<file path="src/rtl/mmc_ident_pkg.sv">
package mmc_ident_pkg;

   typedef enum logic [1:0] {
      ST_BURST,
      ST_SEND,
      ST_WAIT,
      ST_DONE
   } seq_state_t;

   typedef enum logic [1:0] {
      PR_RESET,
      PR_IFCOND,
      PR_APPCMD,
      PR_OPCOND
   } probe_t;

   localparam logic [5:0]  IDX_RESET  = 6'd0;
   localparam logic [5:0]  IDX_IFCOND = 6'd8;
   localparam logic [5:0]  IDX_APPCMD = 6'd55;
   localparam logic [5:0]  IDX_OPCOND = 6'd1;

   localparam logic [31:0] IFCOND_ARG = 32'h0000_01AA;
   localparam logic [31:0] WIN_HIGH   = 32'h00FF_8000;
   localparam logic [31:0] WIN_WIDE   = 32'h00FF_FF00;
   localparam logic [31:0] LOWV_BIT   = 32'h0000_0080;

   localparam logic [1:0]  ACC_SECTOR = 2'b10;
   localparam logic [1:0]  ACC_BYTE   = 2'b00;

   localparam logic [7:0]  STAT_BOOT  = 8'h1B;
   localparam logic [7:0]  STAT_NODEV = 8'h3B;

   function automatic logic [5:0] probe_index(probe_t p);
      case (p)
         PR_RESET:  return IDX_RESET;
         PR_IFCOND: return IDX_IFCOND;
         PR_APPCMD: return IDX_APPCMD;
         default:   return IDX_OPCOND;
      endcase
   endfunction

endpackage

</file>
<file path="src/rtl/mmc_idle_burst.sv">
module mmc_idle_burst #(
   parameter int BURST_LEN = 100,
   parameter int BURST_GAP = 8,
   parameter int N_BURSTS  = 2
) (
   input  logic clk,
   input  logic rst_n,
   input  logic kick,
   output logic clk_en,
   output logic fin
);
   localparam int PERIOD = BURST_LEN + BURST_GAP;
   localparam int PW     = (PERIOD > 2) ? $clog2(PERIOD) : 1;
   localparam int BW     = (N_BURSTS > 2) ? $clog2(N_BURSTS) : 1;
   localparam logic [PW-1:0] POS_LAST   = PW'(PERIOD - 1);
   localparam logic [PW-1:0] POS_ENDB   = PW'(BURST_LEN - 1);
   localparam logic [BW-1:0] BURST_LAST = BW'(N_BURSTS - 1);

   logic          active;
   logic [PW-1:0] pos;
   logic [BW-1:0] burst;

   assign clk_en = active && (pos <= POS_ENDB);
   assign fin    = active && (burst == BURST_LAST) && (pos == POS_ENDB);

   always_ff @(posedge clk or negedge rst_n) begin
      if (!rst_n) begin
         active <= 1'b1;
         pos    <= '0;
         burst  <= '0;
      end else if (kick) begin
         active <= 1'b1;
         pos    <= '0;
         burst  <= '0;
      end else if (active) begin
         if (fin) begin
            active <= 1'b0;
         end else if (pos == POS_LAST) begin
            pos   <= '0;
            burst <= burst + 1'b1;
         end else begin
            pos <= pos + 1'b1;
         end
      end
   end
endmodule

</file>
<file path="src/rtl/mmc_rsp_timer.sv">
module mmc_rsp_timer #(
   parameter int RESP_WAIT = 64
) (
   input  logic clk,
   input  logic rst_n,
   input  logic run,
   output logic expired
);
   localparam int TW = (RESP_WAIT > 2) ? $clog2(RESP_WAIT) : 1;
   localparam logic [TW-1:0] CNT_LAST = TW'(RESP_WAIT - 1);

   logic [TW-1:0] cnt;

   assign expired = run && (cnt == CNT_LAST);

   always_ff @(posedge clk or negedge rst_n) begin
      if (!rst_n)          cnt <= '0;
      else if (!run)       cnt <= '0;
      else if (!expired)   cnt <= cnt + 1'b1;
   end
endmodule

</file>
<file path="src/rtl/mmc_opcond_arg.sv">
module mmc_opcond_arg
   import mmc_ident_pkg::*;
#(
   parameter bit ALT_WINDOW = 1'b1
) (
   input  logic        sector,
   input  logic        low_volt,
   input  logic        odd_try,
   output logic [31:0] arg
);
   logic [31:0] window;

   generate
      if (ALT_WINDOW) begin : g_alternate
         assign window = odd_try ? WIN_WIDE : WIN_HIGH;
      end else begin : g_fixed
         logic unused_odd;
         assign unused_odd = odd_try;
         assign window     = WIN_HIGH;
      end
   endgenerate

   assign arg = {1'b0, (sector ? ACC_SECTOR : ACC_BYTE), 29'd0}
              | window
              | (low_volt ? LOWV_BIT : 32'd0);
endmodule

</file>
<file path="src/rtl/mmc_ident_seq.sv">
module mmc_ident_seq
   import mmc_ident_pkg::*;
#(
   parameter int BURST_LEN  = 100,
   parameter int BURST_GAP  = 8,
   parameter int N_BURSTS   = 2,
   parameter int RESP_WAIT  = 64,
   parameter int MAX_POLLS  = 1000,
   parameter bit ALT_WINDOW = 1'b1
) (
   input  logic        clk,
   input  logic        rst_n,
   input  logic        cfg_sector,
   input  logic        cfg_low_volt,
   output logic        idle_clk_en,
   output logic        cmd_valid,
   input  logic        cmd_ready,
   output logic [5:0]  cmd_index,
   output logic [31:0] cmd_arg,
   input  logic        rsp_valid,
   input  logic        rsp_timeout,
   input  logic [31:0] rsp_ocr,
   output logic        done,
   output logic        dev_sd,
   output logic        dev_sector,
   output logic [31:0] ocr_out,
   output logic        no_dev,
   output logic [7:0]  status_code
);
   localparam int AW = (MAX_POLLS > 2) ? $clog2(MAX_POLLS) : 1;
   localparam logic [AW-1:0] ATT_LAST = AW'(MAX_POLLS - 1);

   generate
      if (BURST_LEN < 2) begin : g_bad_len
         $error("BURST_LEN must be at least 2");
      end
      if (N_BURSTS < 1) begin : g_bad_bursts
         $error("N_BURSTS must be at least 1");
      end
      if (BURST_GAP < 0) begin : g_bad_gap
         $error("BURST_GAP must not be negative");
      end
      if (RESP_WAIT < 2) begin : g_bad_wait
         $error("RESP_WAIT must be at least 2");
      end
      if (MAX_POLLS < 1) begin : g_bad_polls
         $error("MAX_POLLS must be at least 1");
      end
   endgenerate

   seq_state_t    state;
   probe_t        probe;
   logic [AW-1:0] att;
   logic          sd_hint;

   logic          burst_fin;
   logic          burst_kick;
   logic          wait_expired;
   logic          resolved;
   logic          op_ready;
   logic          op_retry;
   logic          op_fail;
   logic [31:0]   op_arg;

   mmc_idle_burst #(
      .BURST_LEN (BURST_LEN),
      .BURST_GAP (BURST_GAP),
      .N_BURSTS  (N_BURSTS)
   ) i_burst (
      .clk    (clk),
      .rst_n  (rst_n),
      .kick   (burst_kick),
      .clk_en (idle_clk_en),
      .fin    (burst_fin)
   );

   mmc_rsp_timer #(
      .RESP_WAIT (RESP_WAIT)
   ) i_timer (
      .clk     (clk),
      .rst_n   (rst_n),
      .run     (state == ST_WAIT),
      .expired (wait_expired)
   );

   mmc_opcond_arg #(
      .ALT_WINDOW (ALT_WINDOW)
   ) i_arg (
      .sector   (cfg_sector),
      .low_volt (cfg_low_volt),
      .odd_try  (att[0]),
      .arg      (op_arg)
   );

   assign resolved   = (state == ST_WAIT) && (rsp_valid || rsp_timeout || wait_expired);
   assign op_ready   = rsp_valid && rsp_ocr[31];
   assign op_retry   = rsp_valid && !rsp_ocr[31] && (att != ATT_LAST);
   assign op_fail    = resolved && (probe == PR_OPCOND) && !op_ready && !op_retry;
   assign burst_kick = op_fail;

   assign cmd_valid  = (state == ST_SEND);
   assign cmd_index  = probe_index(probe);

   always_comb begin
      case (probe)
         PR_IFCOND: cmd_arg = IFCOND_ARG;
         PR_OPCOND: cmd_arg = op_arg;
         default:   cmd_arg = 32'd0;
      endcase
   end

   always_ff @(posedge clk or negedge rst_n) begin
      if (!rst_n) begin
         state       <= ST_BURST;
         probe       <= PR_RESET;
         att         <= '0;
         sd_hint     <= 1'b0;
         done        <= 1'b0;
         no_dev      <= 1'b0;
         dev_sd      <= 1'b0;
         dev_sector  <= 1'b0;
         ocr_out     <= 32'd0;
         status_code <= STAT_BOOT;
      end else begin
         done   <= 1'b0;
         no_dev <= 1'b0;
         case (state)
            ST_BURST: begin
               if (burst_fin) begin
                  state   <= ST_SEND;
                  probe   <= PR_RESET;
                  att     <= '0;
                  sd_hint <= 1'b0;
               end
            end
            ST_SEND: begin
               if (cmd_ready) begin
                  if (probe == PR_RESET) probe <= PR_IFCOND;
                  else                   state <= ST_WAIT;
               end
            end
            ST_WAIT: begin
               if (resolved) begin
                  case (probe)
                     PR_IFCOND: begin
                        sd_hint <= rsp_valid;
                        probe   <= PR_APPCMD;
                        state   <= ST_SEND;
                     end
                     PR_APPCMD: begin
                        if (rsp_valid || sd_hint) begin
                           state      <= ST_DONE;
                           done       <= 1'b1;
                           dev_sd     <= 1'b1;
                           dev_sector <= sd_hint;
                           ocr_out    <= 32'd0;
                        end else begin
                           probe <= PR_OPCOND;
                           att   <= '0;
                           state <= ST_SEND;
                        end
                     end
                     PR_OPCOND: begin
                        if (op_ready) begin
                           state      <= ST_DONE;
                           done       <= 1'b1;
                           dev_sd     <= 1'b0;
                           dev_sector <= (rsp_ocr[30:29] == ACC_SECTOR);
                           ocr_out    <= rsp_ocr;
                        end else if (op_retry) begin
                           att   <= att + 1'b1;
                           state <= ST_SEND;
                        end else begin
                           state       <= ST_BURST;
                           no_dev      <= 1'b1;
                           status_code <= STAT_NODEV;
                        end
                     end
                     default: state <= ST_SEND;
                  endcase
               end
            end
            default: ;
         endcase
      end
   end
endmodule

</file>
<file path="config.mk">
export PLATFORM = sky130hd
export DESIGN_NAME = mmc_ident_seq
export DESIGN_NICKNAME = d
export VERILOG_FILES = /design/src/rtl/mmc_ident_pkg.sv /design/src/rtl/mmc_idle_burst.sv /design/src/rtl/mmc_rsp_timer.sv /design/src/rtl/mmc_opcond_arg.sv /design/src/rtl/mmc_ident_seq.sv
export SDC_FILE = /design/constraint.sdc
export NUM_CORES = 1
export LEC_CHECK = 0
export ABC_AREA = 1
export BUFFER_PORTS_ARGS = -buffer_cell sky130_fd_sc_hd__buf_4
export CELL_PAD_IN_SITES_DETAIL_PLACEMENT = 1
export CELL_PAD_IN_SITES_GLOBAL_PLACEMENT = 1
export CORE_MARGIN = 2
export CORE_UTILIZATION = 35
export DETAILED_ROUTE_END_ITERATION = 10
export HOLD_SLACK_MARGIN = 0.1
export PLACE_DENSITY = 0.74
export SETUP_SLACK_MARGIN = 0.02
export SKIP_CTS_REPAIR_TIMING = 1
export SYNTH_ARGS = -nofsm -noshare
export SYNTH_HDL_FRONTEND = slang
export SYNTH_HIERARCHICAL = 1
export SYNTH_SLANG_ARGS = --single-unit
</file>
<file path="constraint.sdc">
create_clock -name clk -period 2.8 [get_ports clk]
set_input_delay 0.14 -clock clk [delete_from_list [all_inputs] [get_ports clk]]
set_output_delay 0.14 -clock clk [all_outputs]
set_load 0.1 [all_outputs]
</file>
==> results.yml <==
setup_path:
  slowest_stage: "nor2_4"
  cp_num_buf_inv: 3
  critPathCaptureType: "flip-flop"
  setup.worst_path.start_class: "flip-flop"
  path_max_fanout: 33
  arrival_ns: 2.63
  worstRegToRegCells: 11
  cp.depth: 11
  critPathMostFrequentCell: "inv_1"
  path_delay_family: "simple AND/OR/NAND/NOR gates"
  reg2reg_slack_ns: 0.44
  worstSetupPathType: "reg -> reg"
  critical_path.cell_chain: "ha_1 > nand2_2 > nor2_4 > nand3_2 > inv_1 > inv_1 > nand3_1 > inv_1 > nor2_4 > nand3_1 > nand2_1"
  cp_slowest_stage_delay_ns: 0.62
  required_ns: 3.07
sta:
  post-route-period-util_pct: 84.4
  fmax_mhz: 423
  maxSlewHeadroom_pct: -16.5
  clock_skew_ns: 0.00690
  rsz0062_at_grt: "false"
  setup_viol: 0
  final_hold_viol_count: 0
  worst_slew_pin_slew_ns: 1.74
  slew_violations: 11
  fin_setup_tns_ns: 0
  period_needed_ns: 2.36
global_routing:
  grtUsageTotal_pct: 17.9
  antenna_found_initial: 0
  grt_overflow_total: 0
  grt_max_degree: 68
  grt_pass1_wl_um: 18800
  grt_pass1_vias: 3858
floorplanning:
  fp.dieH_um: 114
  die_x_um: 114
  rows: 40
  ios: 123
  die-area_mm2: 0.0130
  initial_core_util_pct: 35.4
  core_area_mm2: 0.0119
final_layout:
  syn2layout_area_growth_pct: 30.0
  nNetsFinal: 723
  antennaDiodeCount: 0
  final_cells: 828
  final_cell_mix: "121 x nand2_1, 108 x buf_4, 68 x inv_1, 67 x nand3_1, 66 x dfrtp_1"
  drive_gt1_share_pct: 23.2
  layout_commonest_cell: "nand2_1"
  nFillCells: 1492
clock_network:
  root_buffer: "clkbuf_16"
  clkSinkCount: 67
  numCtsBuffers: 9
  clk_latency_ns: 0.33
  clockBufferDepth: 2
  clk_pin_slew_ns: 0.06
  htree_levels: 3
  cts_tree: "done"
synth:
  synth.avg_cell_area_um2: 7.44
  synth_cell_types: 35
  synth-seq-area-share_pct: 39.8
  synth_top_area_share_pct: 39.1
  synth_area_mm2: 0.00422
  ys_warn_count: 6
  synthesis.instances: 567
  synth_seq_cells: 67
  yosys-top-cells-area: "dfrtp_1 39%, nand2_1 11%, buf_4 8.5%, nand3_1 7.9%, inv_1 6.0%"
  yosys.area.top_type: "dfrtp_1"
route:
  drc_errors: 0
  vias: 4021
  drtIter0Drc: 201
  antenna_left: 0
  dr.pass1.iters: 4
  routed_wl_um: 12600
  routedWlPerCell_um: 15.3
  vias_per_cell: 4.86
place:
  hpwl_um: 8160
  portBuffers: 104
  dp_cells: 781
  place.gp.congestion: 0.779
flow_run:
  cap_viol_max_count: 0
power:
  powerDensity_mw_per_mm2: 814
  fin_total_pwr_w: 0.00447
  vdd.ir_drop.worst_mv: 0.443
  leakagePower_nw: 2.99
status:
  status: "complete, but fails checks"
  violations: "max-slew violations"
hold_path:
  holdCritPathClass: "in -> reg"
  worstHoldPathCells: 3
-- routing by layer --
layer | routed length, um | share of wire (%) | track usage (%)
met1 | 5240 | 41 | 21.6
met2 | 6860 | 54 | 33.2
met3 | 334 | 2.6 | 3.40
met4 | 208 | 1.6 | 4.07
met5 | 0 | 0 | 0
-- final timing paths --
kind                                              end                  startpoint
max                            ocr_out[0]$_DFFE_PN0P_  i_timer/cnt[0]$_DFFE_PN0P_
max reg2reg                    ocr_out[0]$_DFFE_PN0P_  i_timer/cnt[0]$_DFFE_PN0P_
min in group asynchronous     ocr_out[25]$_DFFE_PN0P_                       rst_n
min reg2reg                status_code[5]$_DFFE_PN0P_  status_code[5]$_DFFE_PN0P_
min                               sd_hint$_DFFE_PN0P_                   rsp_valid
max in group asynchronous        state[0]$_DFFE_PN0P_                       rst_n
-- cell families after synthesis --
group                      after synthesis  synth area share (%)
xor gates and xnor gates                 3                 0.623
AOI/OAI and AO/OA                       69                  9.87
adders and majority gates                8                  2.37
buffers and inverters                  138                  17.1
and+or+nand+nor                        278                  29.9
other                                    4                 0.356
DFF                                     67                  39.8
-- sequential cells by signal, summed over array words and instances, names as in the netlist --
| signal | cells |
|---|---|
| ocr_out | 32 |
| att | 10 |
| i_burst/pos | 7 |
| i_timer/cnt | 6 |
| probe | 2 |
| state | 2 |
| dev_sd | 1 |
| dev_sector | 1 |
| done | 1 |
| i_burst/active | 1 |
| i_burst/burst | 1 |
| no_dev | 1 |
| sd_hint | 1 |
| status_code | 1 |
-- stage by stage --
stage	cell area, um2	util [%]	hold WS [ns]	setup slack, ns
after floorplan	4320	-	-0.156	0.398
after global placement	4860	40.8	0.324	0.632
after detailed placement	4860	40.8	0.327	0.551
after CTS	5180	43.5	-0.0266	0.505
after global routing	5490	46.1	0.135	0.146
final	5490	46.1	0.103	0.436
-- worst min-delay path: stages --
cell,delay (ns)
buf_4,0.11
nand3_1,0.07
o21ai_0,0.07
-- report_power, final --
group | switching, W | leakage [nW] | internal (W)
clock | 0.000455 | 0.149 | 0.000782
combinational | 0.00155 | 1.93 | 0.000445
sequential | 0.000164 | 0.912 | 0.00107
-- cell type report --
class                           count  area (um2)  area share, %
Multi-Input combinational cell    388        1920           35.0
Sequential cell                    67        1680           30.6
Timing Repair Buffer              139        1120           20.4
Inverter                           71         267           4.86
Clock buffer                       10         229           4.17
Tap cell                          147         184           3.35
Clock inverter                      6        88.8           1.62
-- cell usage after synthesis, drive strengths merged --
cell type,number
nand2,127
inv,71
nand3,69
dfrtp,66
nor2,58
o21ai,56
buf,55
nand4,19
clkbuf,12
ha,8
a21oi,6
conb,4
o21bai,4
xor2,3
a31oi,2
nand3b,2
or2,2
a21boi,1
dfstp,1
nor3,1
Note: power is estimated with default switching activity, not from simulation.
